===== src/rtl/spib_pkg.sv =====
package spib_pkg;

   localparam int SLOT_W = 32;
   localparam int LEN_W  = 6;

   typedef enum logic [1:0] {
      SQ_IDLE  = 2'd0,
      SQ_SHIFT = 2'd1,
      SQ_TRAIL = 2'd2
   } sq_state_t;

   // length code to bits per frame
   function automatic logic [LEN_W-1:0] code_to_len(input logic [3:0] code);
      logic [LEN_W-1:0] n;
      case (code)
         4'd9:    n = 6'd20;
         4'd10:   n = 6'd24;
         default: n = (code <= 4'd8) ? (6'd8 + {2'b00, code}) : 6'd32;
      endcase
      return n;
   endfunction

endpackage


===== src/rtl/spib_clkdiv.sv =====
module spib_clkdiv #(
   parameter int DIV_W = 8
) (
   input  logic             clk,
   input  logic             rst_n,
   input  logic             run,
   input  logic             hold,
   input  logic [DIV_W-1:0] div,
   output logic             tick
);

   logic [DIV_W-1:0] cnt_q;

   assign tick = run && !hold && (cnt_q == div);

   always_ff @(posedge clk or negedge rst_n) begin
      if (!rst_n)                cnt_q <= '0;
      else if (!run || tick)     cnt_q <= '0;
      else if (cnt_q != div)     cnt_q <= cnt_q + 1'b1;
   end


   cnt_bound_chk: assert property (@(posedge clk) disable iff (!rst_n)
      run |-> (cnt_q <= div));


   hold_freeze_chk: assert property (@(posedge clk) disable iff (!rst_n)
      (run && hold && cnt_q == div) |=> (cnt_q == $past(cnt_q)));

endmodule


===== src/rtl/spib_txbuf.sv =====
module spib_txbuf #(
   parameter int BUF_W = 128,
   parameter int NF_W  = 2
) (
   input  logic             clk,
   input  logic             rst_n,
   input  logic             push_valid,
   output logic             push_ready,
   input  logic [BUF_W-1:0] push_data,
   input  logic [NF_W-1:0]  push_nf,
   input  logic             load,
   output logic             pend_v,
   output logic [NF_W-1:0]  pend_nf,
   output logic [BUF_W-1:0] act_data
);

   logic [BUF_W-1:0] pend_data;

   assign push_ready = !pend_v;

   always_ff @(posedge clk or negedge rst_n) begin
      if (!rst_n) begin
         pend_v    <= 1'b0;
         pend_nf   <= '0;
         pend_data <= '0;
         act_data  <= '0;
      end else begin
         if (push_valid && push_ready) begin
            pend_v    <= 1'b1;
            pend_nf   <= push_nf;
            pend_data <= push_data;
         end else if (load) begin
            pend_v    <= 1'b0;
         end
         if (load) act_data <= pend_data;
      end
   end


   pend_keep_chk: assert property (@(posedge clk) disable iff (!rst_n)
      (pend_v && !load) |=> pend_v);


   load_src_chk: assert property (@(posedge clk) disable iff (!rst_n)
      load |-> pend_v);

endmodule


===== src/rtl/spib_rxbuf.sv =====
module spib_rxbuf #(
   parameter int BUF_W = 128
) (
   input  logic             clk,
   input  logic             rst_n,
   input  logic             cap,
   input  logic [BUF_W-1:0] cap_data,
   input  logic             pop_ready,
   output logic             hold_valid,
   output logic [BUF_W-1:0] hold_data,
   output logic             full
);

   assign full = hold_valid && !pop_ready;

   always_ff @(posedge clk or negedge rst_n) begin
      if (!rst_n) begin
         hold_valid <= 1'b0;
         hold_data  <= '0;
      end else if (cap) begin
         hold_valid <= 1'b1;
         hold_data  <= cap_data;
      end else if (hold_valid && pop_ready) begin
         hold_valid <= 1'b0;
      end
   end


   rx_hold_chk: assert property (@(posedge clk) disable iff (!rst_n)
      (hold_valid && !pop_ready) |=> (hold_valid && $stable(hold_data)));

endmodule


===== src/rtl/spib_master.sv =====
module spib_master
   import spib_pkg::*;
#(
   parameter int MAX_FRAMES = 4,
   parameter int DIV_W      = 8,
   localparam int NF_W      = $clog2(MAX_FRAMES),
   localparam int BUF_W     = MAX_FRAMES * SLOT_W
) (
   input  logic             clk,
   input  logic             rst_n,
   input  logic             cfg_cpol,
   input  logic             cfg_cpha,
   input  logic             cfg_lsb_first,
   input  logic [3:0]       cfg_len_code,
   input  logic [DIV_W-1:0] cfg_div,
   input  logic             tx_valid,
   output logic             tx_ready,
   input  logic [BUF_W-1:0] tx_data,
   input  logic [NF_W-1:0]  tx_nfrm,
   output logic             rx_valid,
   input  logic             rx_ready,
   output logic [BUF_W-1:0] rx_data,
   output logic             sck,
   output logic             mosi,
   input  logic             miso,
   output logic             ss_n,
   output logic             busy,
   output logic             done
);

   localparam int POS_W = $clog2(SLOT_W);
   localparam int IDX_W = NF_W + POS_W;

   if (MAX_FRAMES < 2 || (MAX_FRAMES & (MAX_FRAMES - 1)) != 0) begin : g_bad_frames
      $error("MAX_FRAMES must be a power of two of at least 2");
   end
   if (DIV_W < 1) begin : g_bad_div
      $error("DIV_W must be at least 1");
   end

   sq_state_t        state_q;
   logic             ss_q, sck_q, done_q;
   logic             cpol_q, cpha_q, lsb_q;
   logic [LEN_W-1:0] len_q;
   logic [DIV_W-1:0] div_q;
   logic [NF_W-1:0]  nf_q, df_q, sf_q;
   logic [POS_W-1:0] db_q, sb_q;
   logic             ph_q, first_q, last_q;

   logic             pend_v, load, tick, rx_full, rx_cap;
   logic [NF_W-1:0]  pend_nf;
   logic [BUF_W-1:0] act_data, asm_w, rx_merge;
   logic [LEN_W-1:0] len_m1;
   logic [POS_W-1:0] lm1, dpos, spos;
   logic [IDX_W-1:0] didx, sidx;
   logic             smp_edge, fin_smp, stall;

   assign load     = (state_q == SQ_IDLE) && pend_v;
   assign len_m1   = len_q - 1'b1;
   assign lm1      = len_m1[POS_W-1:0];
   assign dpos     = lsb_q ? db_q : (lm1 - db_q);
   assign spos     = lsb_q ? sb_q : (lm1 - sb_q);
   assign didx     = {df_q, dpos};
   assign sidx     = {sf_q, spos};
   assign smp_edge = ph_q ^ ~cpha_q;
   assign fin_smp  = smp_edge && (sf_q == nf_q) && (sb_q == lm1);
   assign stall    = (state_q == SQ_SHIFT) && fin_smp && rx_full;
   assign rx_cap   = (state_q == SQ_SHIFT) && tick && fin_smp;

   assign sck  = sck_q;
   assign ss_n = ss_q;
   assign done = done_q;
   assign busy = (state_q != SQ_IDLE) || done_q;
   assign mosi = (state_q != SQ_IDLE) ? act_data[didx] : 1'b0;

   spib_clkdiv #(.DIV_W(DIV_W)) u_div (
      .clk(clk), .rst_n(rst_n), .run(state_q != SQ_IDLE), .hold(stall),
      .div(div_q), .tick(tick)
   );

   spib_txbuf #(.BUF_W(BUF_W), .NF_W(NF_W)) u_tx (
      .clk(clk), .rst_n(rst_n), .push_valid(tx_valid), .push_ready(tx_ready),
      .push_data(tx_data), .push_nf(tx_nfrm), .load(load), .pend_v(pend_v),
      .pend_nf(pend_nf), .act_data(act_data)
   );

   spib_rxbuf #(.BUF_W(BUF_W)) u_rx (
      .clk(clk), .rst_n(rst_n), .cap(rx_cap), .cap_data(rx_merge),
      .pop_ready(rx_ready), .hold_valid(rx_valid), .hold_data(rx_data),
      .full(rx_full)
   );

   // receive assembly, one slot per frame
   for (genvar i = 0; i < MAX_FRAMES; i++) begin : g_slot
      logic [SLOT_W-1:0] slot_q;
      always_ff @(posedge clk or negedge rst_n) begin
         if (!rst_n)
            slot_q <= '0;
         else if (load)
            slot_q <= '0;
         else if (state_q == SQ_SHIFT && tick && smp_edge && sf_q == NF_W'(i))
            slot_q[spos] <= miso;
      end
      assign asm_w[i*SLOT_W +: SLOT_W] = slot_q;
   end

   always_comb begin
      rx_merge       = asm_w;
      rx_merge[sidx] = miso;
   end

   always_ff @(posedge clk or negedge rst_n) begin
      if (!rst_n) begin
         state_q <= SQ_IDLE;
         ss_q    <= 1'b1;
         sck_q   <= 1'b0;
         done_q  <= 1'b0;
         cpol_q  <= 1'b0;
         cpha_q  <= 1'b0;
         lsb_q   <= 1'b0;
         len_q   <= LEN_W'(8);
         div_q   <= '0;
         nf_q    <= '0;
         df_q    <= '0;
         sf_q    <= '0;
         db_q    <= '0;
         sb_q    <= '0;
         ph_q    <= 1'b0;
         first_q <= 1'b0;
         last_q  <= 1'b0;
      end else begin
         done_q <= 1'b0;
         case (state_q)
            SQ_IDLE: begin
               sck_q <= cfg_cpol;
               if (pend_v) begin
                  state_q <= SQ_SHIFT;
                  ss_q    <= 1'b0;
                  cpol_q  <= cfg_cpol;
                  cpha_q  <= cfg_cpha;
                  lsb_q   <= cfg_lsb_first;
                  len_q   <= code_to_len(cfg_len_code);
                  div_q   <= cfg_div;
                  nf_q    <= pend_nf;
                  df_q    <= '0;
                  sf_q    <= '0;
                  db_q    <= '0;
                  sb_q    <= '0;
                  ph_q    <= 1'b0;
                  first_q <= 1'b1;
                  last_q  <= 1'b0;
               end
            end
            SQ_SHIFT: begin
               if (tick) begin
                  sck_q   <= ~sck_q;
                  ph_q    <= ~ph_q;
                  first_q <= 1'b0;
                  if (smp_edge) begin
                     if (sb_q == lm1) begin
                        sb_q <= '0;
                        sf_q <= sf_q + 1'b1;
                     end else begin
                        sb_q <= sb_q + 1'b1;
                     end
                     if (fin_smp) begin
                        if (cpha_q) state_q <= SQ_TRAIL;
                        else        last_q  <= 1'b1;
                     end
                  end else begin
                     if (!first_q) begin
                        if (db_q == lm1) begin
                           db_q <= '0;
                           df_q <= df_q + 1'b1;
                        end else begin
                           db_q <= db_q + 1'b1;
                        end
                     end
                     if (last_q) state_q <= SQ_TRAIL;
                  end
               end
            end
            SQ_TRAIL: begin
               if (tick) begin
                  state_q <= SQ_IDLE;
                  ss_q    <= 1'b1;
                  done_q  <= 1'b1;
               end
            end
            default: state_q <= SQ_IDLE;
         endcase
      end
   end


   done_pulse_chk: assert property (@(posedge clk) disable iff (!rst_n)
      done |=> !done);


   done_idle_chk: assert property (@(posedge clk) disable iff (!rst_n)
      done |-> (ss_n && sck == cpol_q));


   ss_idle_chk: assert property (@(posedge clk) disable iff (!rst_n)
      !busy |-> ss_n);


   no_overflow_chk: assert property (@(posedge clk) disable iff (!rst_n)
      rx_cap |-> !rx_full);

endmodule


===== config.mk =====
export PLATFORM = sky130hd
export DESIGN_NAME = spib_master
export DESIGN_NICKNAME = d
export VERILOG_FILES = /design/src/rtl/spib_pkg.sv /design/src/rtl/spib_clkdiv.sv /design/src/rtl/spib_txbuf.sv /design/src/rtl/spib_rxbuf.sv /design/src/rtl/spib_master.sv
export SDC_FILE = /design/constraint.sdc
export NUM_CORES = 1
export LEC_CHECK = 0
export BUFFER_PORTS_ARGS = -buffer_cell sky130_fd_sc_hd__buf_2
export CORE_ASPECT_RATIO = 1.1
export CORE_MARGIN = 3
export CORE_UTILIZATION = 38
export CTS_BUF_LIST = sky130_fd_sc_hd__clkbuf_8 sky130_fd_sc_hd__clkbuf_16
export DETAILED_ROUTE_END_ITERATION = 16
export MAX_ROUTING_LAYER = met4
export PLACE_DENSITY = 0.67
export SLEW_MARGIN = 20
export SYNTH_ARGS = -nofsm -noshare
export SYNTH_HDL_FRONTEND = slang
export SYNTH_HIERARCHICAL = 1
export SYNTH_SLANG_ARGS = --single-unit
export TNS_END_PERCENT = 20

===== constraint.sdc =====
create_clock -name clk -period 5.6 [get_ports clk]
set_clock_uncertainty 0.05 [all_clocks]
set_input_delay 0.84 -clock clk [delete_from_list [all_inputs] [get_ports clk]]
set_output_delay 0.84 -clock clk [all_outputs]
set_load 0.01 [all_outputs]

# After elaboration in Yosys (flattened, before gate mapping)
# Cells that the tools add are included.
# word_totals
ff_bits	563
in_bits	150
out_inout_bits	135
# classes
add_sub_neg	9
order_cmp	6
eq_ne	25
mux	75
bitwise	4
n_reduce_logical	47
# ops
cell	n
32-bit 2-to-1 mux	8
128-bit bitwise mux	1
32-bit bitwise mux	4
5-bit 2-to-1 mux	11
2-bit 2-to-1 mux	15
5-bit case mux with 2 select lines	3
1-bit 2-to-1 mux	20
2-bit nonzero test	10
1-bit logical AND	19
6-bit AND reduction	3
7-bit by 8-bit less-than comparator with 1-bit output, second input constant	2
8-bit 2-to-1 mux	2
2-bit inequality test, second input constant	8
5-bit by 1-bit adder with 5-bit output, second input constant	2
5-bit == test	2
1-bit case mux with 2 select lines	5
5-bit AND reduction	2
5-bit subtractor	2
3-bit inequality test, second input constant	3
8-bit by 1-bit adder with 8-bit output, second input constant	1
4-bit == test, second input constant	2
8-bit == test	1
8-bit inequality test	1
2-bit case mux with 2 select lines	2
other kinds (23)	37

# Logic depth before layout (Yosys ltp)
# Gate-level depths: netlist (run 1).
# logic_depth
ltp_word	14
depth_mapped	16
depth_no_buf	15

# Hierarchy
# The synthesis (run 1) kept the hierarchy.
# by_module_without_submodules
module	instances	cells_each	area_each_um2	seq_area_each_um2
spib_master	1	1451	11950.2	4181.5
spib_txbuf	1	549	9989.6	6481.2
spib_rxbuf	1	273	4833.4	3228.1
spib_clkdiv	1	70	643.1	200.2

# Worst setup path after synthesis (run 1)
# OpenSTA, ideal clock, no wires.
# synth_path
path_kind	register to output
from	reg len_q[0]
to	out mosi
arrival_ns	2.999
t_required_ns	4.710
setup_slack_ns	1.711
stages_incl_launch_ff	12
cell_sequence	dfrtp_1 > inv_1 > ha_1 > fa_1 > nand2b_1 > a21oi_1 > xnor2_1 > nor2_1 > xnor2_1 > mux4_2 > mux2i_1 > o2bb2ai_1
# synth_via
elab_chain_len	6
# synth_rtl
item	line	text
from (decl)	spib_master.sv:44	logic [LEN_W-1:0] len_q;
from (signal assigned)	spib_master.sv:142	len_q <= code_to_len(cfg_len_code);
5-bit by 1-bit subtractor with 5-bit output	spib_master.sv:59	assign len_m1 = len_q - 1'b1;
5-bit subtractor	spib_master.sv:61	assign dpos = lsb_q ? db_q : (lm1 - db_q);
5-bit 2-to-1 mux	spib_master.sv:61	
1-bit binary-select mux with 7-bit select	spib_master.sv:74	assign mosi = (state_q != SQ_IDLE) ? act_data[didx] : 1'b0;
1-bit 2-to-1 mux (not written as such)	spib_master.sv:74	
1-bit 2-to-1 mux	spib_master.sv:74	
to (decl)	spib_master.sv:24	output logic mosi,
# No other way between the ends. The select of a mux whose other input is x is not followed.

# Final worst setup path (run 1)
# Ends and elaborated chain as after synthesis.

==> results of run 1 <==
==> flip-flops by register name, indices dropped and copies added, names as in the netlist, 2 cells and up <==
| name | flops |
|---|---|
| u_tx/pend_nf | 2 |
| len_q | 5 |
| db_q | 5 |
| g_slot.slot_q | 128 |
| div_q | 8 |
| u_div/cnt_q | 8 |
| state_q | 2 |
| u_tx/pend_data | 128 |
| df_q | 2 |
| u_rx/hold_data | 128 |
| sb_q | 5 |
| nf_q | 2 |
| u_tx/act_data | 128 |
| sf_q | 2 |
==> synthesized netlist by cell type, types with 20 or more instances <==
library cell	count	area [um2]
inv_1	25	93.84
buf_6	38	427.9
mux2_4	105	1577
dfrtp_1	561	14040
nand3_1	113	565.5
and3_1	30	187.7
mux2_2	321	3615
nand4_1	20	125.1
mux2_1	89	1002
clkbuf_1	74	277.8
buf_2	48	240.2
nand2_1	471	1768
a21oi_1	57	285.3
mux2i_1	96	960.9
o21ai_0	66	330.3
==> power groups by stage <==
stage / combinational [mW] / sequential, mW / clock, mW
after floorplan: 0.0867 / 4.21 / 0
after global placement: 0.247 / 4.22 / 0
after detailed placement: 0.253 / 4.22 / 0
after CTS: 0.254 / 4.15 / 4.47
after global routing: 0.276 / 4.15 / 4.63
final: 0.246 / 4.15 / 4.36
==> worst paths after layout <==
check	slack, ns	to
worst max-delay path	0.46	mosi
worst min-delay path	0.29	u_rx/hold_data[100]
max in group asynchronous	3.75	g_slot[3].slot_q[19]
worst min register to register	0.43	nf_q[0]
worst max register to register	0.97	g_slot[2].slot_q[24]
min in group clk	0.36	div_q[2]
==> kinds of logic after synthesis <==
kind of cell	synth area share (%)
simple gates	12.01
buf+inv	4.737
compound gates	3.916
xor+xnor	0.7621
flops	51.40
mux	26.26
fa+ha+maj	0.9219
==> per-stage QoR <==
stage / worst slack [ns] / utilization, % / hold slack [ns] / area (um2) / std cells
finish: 0.4626 / 44.41 / 0.2861 / 31510 / 3529
global route: 0.3163 / 44.41 / 0.3299 / 31510 / 3529
CTS: 0.4552 / 44.40 / 0.2965 / 31510 / 3527
detailed placement: 0.9768 / 41.26 / 0.4224 / 29280 / 3413
global placement: 1.158 / 41.26 / 0.4055 / 29280 / 3413
floorplan: 1.711 / - / 0.3848 / 27420 / 2343
==> metal layers <==
metal	up-vias	GRT usage, %	wire length (um)
met5	-	-	0
met4	0	4.949	1612
met3	103	4.108	4457
met2	537	29.99	33800
met1	9269	24.19	29910
li1	8441	-	-
==> cells in the final DEF (no fill, tap or decap), types with 18 or more instances in the layout <==
master,netlist,final
mux2i_1,96,96
buf_4,8,34
clkbuf_16,0,61
a21oi_1,57,57
mux2_1,89,89
buf_2,48,282
mux2_4,105,105
inv_1,25,28
nand2_1,471,469
nand3_1,113,113
mux2_2,321,321
and3_1,30,30
dfrtp_1,561,561
o21ai_0,66,66
nand2_2,17,18
nand4_1,20,20
==> cell type report <==
type	count	area (um2)	area share, %
antenna	2	5.005	0.01588
clock buffer	76	1733	5.500
clock inverter	38	496.7	1.576
inverter	25	98.84	0.3137
multi-input combinational	1564	12070	38.31
sequential	563	14090	44.72
tap	936	1171	3.717
timing repair buffer	325	1842	5.845
==> reports/results.ini, run 1 <==
[power_and_ir_drop]
power.total_mw=8.758
p_leak_nw=15.34
clockPowerShare_pct=49.8
sequentialPowerShare_pct=47.4
switching_share_pct=21.54
peakVddDrop_mv=0.2268
combPwrFrac_pct=2.8
power_density_mw_per_mm2=278.0
switchingPower_mw=1.886
p_int_mw=6.872

[die]
fp.dieArea_mm2=0.07541
rows=102
dieWidth_um=262.1
die_y_um=287.7
coreArea_mm2=0.07096
initial_core_util_pct=38.64
ios=285

[clock_network]
ctsResizeCount=0
clock_sinks=563
h-tree-depth=2
clock_path_buffers=3
cts_tree=yes
holdBufCountCts=0
root_buffer=clkbuf_16
cts_made_buffers=60
clk_latency_ns=0.63
clkTransAtPathRegs_ns=0.07
cts_setup_buffers=0

[worst_setup_path]
cp_max_fo=9
worstSetupPathType=register to output pin
cp.required_ns=4.71
max_stage_delay_ns=0.49
reg2reg_from=len_q[0]
cp_top_family=multiplexers
cp-end-kind=output pin
cp-startpoint=len_q[0]
worst-path-stages=13
worst_setup_path_start_kind=register
arrival_ns=4.25
worstRegToRegCells=16
critical_path.cell_chain=inv_1, ha_1, xor2_1, ha_1, xor2_1, o22ai_2, buf_4, nand3_1, nand4_1, mux4_2, mux2i_1, o2bb2ai_1, buf_2
crit_buf_inv=3
crit_slowest_cell=mux4_2

[route]
firstDrtPassIters=5
vias=18350
drtIter0Drc=1145
ant_nets=0
drt-total-wl_um=69780
wl_per_cell_um=19.77
drc=0
avgViaCountPerCell=5.200

[sta]
setup_viol=0
rsz0062_at_grt=no
max_slew_margin_pct=33.46
period_needed_ns=5.137
hold_viol_final=0
slew_viol_final=0
final.period_utilization_pct=91.74
timing.setup.tns_ns=0
fmax_ghz=0.1947
worst_pin_slew_ns=0.9960

[synthesis]
netlist_instances=2343
synthesis.area_mm2=0.02742
ys_seq_area_share_pct=51.40
synthesis.nets=2512
synth-async-reset-ratio_pct=100.0
syn_avg_cell_area_um2=11.70
synth_cell_types=70
ys_seq_elements=563
synth_flop_cell=dfrtp_1
synth_edf_count=0
yosys_warnings=6

[final_layout]
drive_gt1_share_pct=35.12
area_growth_pct=14.93
fin_nets=2708
fill_cells=6543

[grt]
grt_max_degree=123
grt_usage_pct=18.76
grt_pass1_vias=18890
grt_pass1_wl_um=109000
grt_overflow=0
antenna_found_initial=2

[placed_design]
place_congestion=0.8278
port_buffers=284
hpwl_um=47360

[outcome]
status=finished, final reports clean

[min_path]
worst_hold_path_type=primary input to async pin

[job]
maxCapViolations=0

Note: power is estimated with default switching activity, not from simulation.
==> run 2: changes to the inputs <==
--- a/config.mk
+++ b/config.mk
@@ -12,7 +12,7 @@
 export CTS_BUF_LIST = sky130_fd_sc_hd__clkbuf_8 sky130_fd_sc_hd__clkbuf_16
 export DETAILED_ROUTE_END_ITERATION = 16
 export MAX_ROUTING_LAYER = met4
-export PLACE_DENSITY = 0.67
+export PLACE_DENSITY = 0.69
 export SLEW_MARGIN = 20
 export SYNTH_ARGS = -nofsm -noshare
 export SYNTH_HDL_FRONTEND = slang
==> constraint.sdc (replaced) <==
create_clock -name clk -period 4.3 [get_ports clk]
set_clock_uncertainty 0.05 [all_clocks]
set_input_delay 0.645 -clock clk [delete_from_list [all_inputs] [get_ports clk]]
set_output_delay 0.645 -clock clk [all_outputs]
set_load 0.01 [all_outputs]
==> run 2 against run 1 <==
- the run now ends with setup timing left
- largest power group is now registers
- routed wire length fell by 1.8%
- largest cell class unchanged
- final cell count is 0.62% higher
- sequential share of layout area down 0.20 points
==> reports/results.ini, run 2 (same netlist as run 1, synthesis figures left out) <==
[outcome]
status=complete, but fails checks
violations=setup timing

[grt]
grt_pass1_wl_um=106700
antenna_found_initial=4
grt_usage_pct=18.42
grt_pass1_vias=18270
grt_max_degree=100
grt_overflow=0

[worst_setup_path]
worst_setup_path_start_kind=register
cp-end-kind=output pin
cp_top_family=multiplexers
r2r_end=g_slot[2].slot_q[17]
crit_slowest_cell=mux4_2
cp-startpoint=len_q[0]
worstSetupPathType=register to output pin
max_stage_delay_ns=0.50
reg2reg_slack_ns=0.35
arrival_ns=3.71
crit_buf_inv=3
worstRegToRegCells=17
crit_path_end=mosi
critical_path.cell_chain=inv_2, ha_4, fa_2, nand2b_4, a21oi_2, xnor2_1, nor2_1, xnor2_1, buf_4, mux4_2, mux2i_2, o2bb2ai_2, buf_2
cp.required_ns=3.61
reg2reg_from=len_q[1]
worst-path-stages=13
crit_top_cell=xnor2_1
cp_max_fo=3

[die]
dieWidth_um=262.1
die_y_um=287.7
ios=285
rows=102
fp.dieArea_mm2=0.07541
coreArea_mm2=0.07096
initial_core_util_pct=38.64

[sta]
slew_viol_final=0
worst_pin_slew_ns=1.014
hold_viol_final=0
rsz0062_at_grt=yes
fmax_ghz=0.2268
fin_ws_ns=-0.1098
hold_ws_ns=0.06529
timing.setup.tns_ns=-0.1098
setup_viol=1
max_slew_margin_pct=32.43
period_needed_ns=4.410
final.period_utilization_pct=102.6

[final_layout]
layout_common_cells=dfrtp_1 (560), nand2_1 (469), mux2_2 (321)
fin_nets=2733
area_growth_pct=15.45
fill_cells=6590
final_common_cell=dfrtp_1
drive_gt1_share_pct=36.15

[clock_network]
h-tree-depth=2
clkTransAtPathRegs_ns=0.07
cts_tree=yes
clock_sinks=563
clk_latency_ns=0.62
cts_made_buffers=60
holdBufCountCts=0
clock_path_buffers=3
root_buffer=clkbuf_16

[route]
drtIter0Drc=1224
wl_met2_um=33320
avgViaCountPerCell=5.118
vias=18170
wl_met1_um=30670
highest_layer=met4
wl_per_cell_um=19.30
ant_nets=0
firstDrtPassIters=5
drt-total-wl_um=68550
met3_length_um=3164
drc=0

[placed_design]
pre_cts_ws_ns=0.06470
port_buffers=284
place_congestion=0.8008
hpwl_um=45290

[power_and_ir_drop]
power_density_mw_per_mm2=341.7
p_leak_nw=15.42
peakVddDrop_mv=0.3123

[job]
maxCapViolations=0

[min_path]
worst_hold_path_type=primary input to async pin

-- run 2: cell types whose count changed in the layout (fill, tap and decap cells not counted), sizes merged, moves of 4 or more --
cell	before	now
inv	31	42
bufinv	10	3
clkinvlp	7	3
buf	325	349
clkbuf	76	69
-- run 2: worst min-delay path by stage --
stage / start / end / slack [ns]
finish: rst_n / g_slot[0].slot_q[6] / 0.07
global route: rst_n / g_slot[0].slot_q[3] / 0.11
CTS: rst_n / g_slot[0].slot_q[6] / 0.07
detailed placement: u_tx/pend_nf[0] / nf_q[0] / 0.41
global placement: u_tx/pend_nf[1] / nf_q[1] / 0.40
floorplan: rst_n / cpha_q / 0.30
-- run 2: final cells by class --
class                           instances  area, um2  share of cell area [%]
Timing Repair Buffer                  349       2076                   6.558
Clock inverter                         40      300.3                  0.9487
Clock buffer                           69       1648                   5.206
Antenna cell                            4      10.01                 0.03162
Tap cell                              936       1171                   3.700
Inverter                               25      98.84                  0.3123
Multi-Input combinational cell       1565      12260                   38.72
Sequential cell                       563      14090                   44.52
-- run 2: report_power, final --
part / internal, mW / switching (mW) / leakage, nW
Sequential: 5.36 / 0.0427 / 7.15
Clock: 2.91 / 2.17 / 1.01
Combinational: 0.139 / 0.187 / 7.25
Total: 8.41 / 2.40 / 15.4
-- run 2: worst register-to-register path: cells and delay by family (launching register included) --
kind | cells | cell delay [ns]
mux | 1 | 0.15
xor+xnor | 1 | 0.20
fa+ha+maj | 1 | 0.27
buf+inv | 4 | 0.88
flops | 1 | 0.39
simple gates | 10 | 1.84
-- run 2: stage by stage --
| stage | util [%] | area (um2) | instances | power [mW] |
|---|---|---|---|---|
| finish | 44.61 | 31650 | 3551 | 10.82 |
| global route | 44.61 | 31650 | 3551 | 11.22 |
| CTS | 44.45 | 31540 | 3541 | 10.97 |
| detailed placement | 41.40 | 29380 | 3422 | 5.837 |
| global placement | 41.40 | 29380 | 3422 | 5.834 |
| floorplan | - | 27420 | 2343 | 5.592 |
-- run 2: timing repair --
| action | 4_1_cts | 5_1_grt |
|---|---|---|
| pin swaps | 9 | 10 |
| endpoints found under the setup margin | 1 | 129 |
| cloned | 0 | 1 |
| buffers inserted | 10 | 5 |
| gates resized for setup | 23 | 10 |
-- run 2: routing by layer --
metal  track usage, %  vias up
li1                 -     8508
met1            24.75     9111
met2            29.38      462
met3            2.683       93
met4            4.673        0
met5                -        -
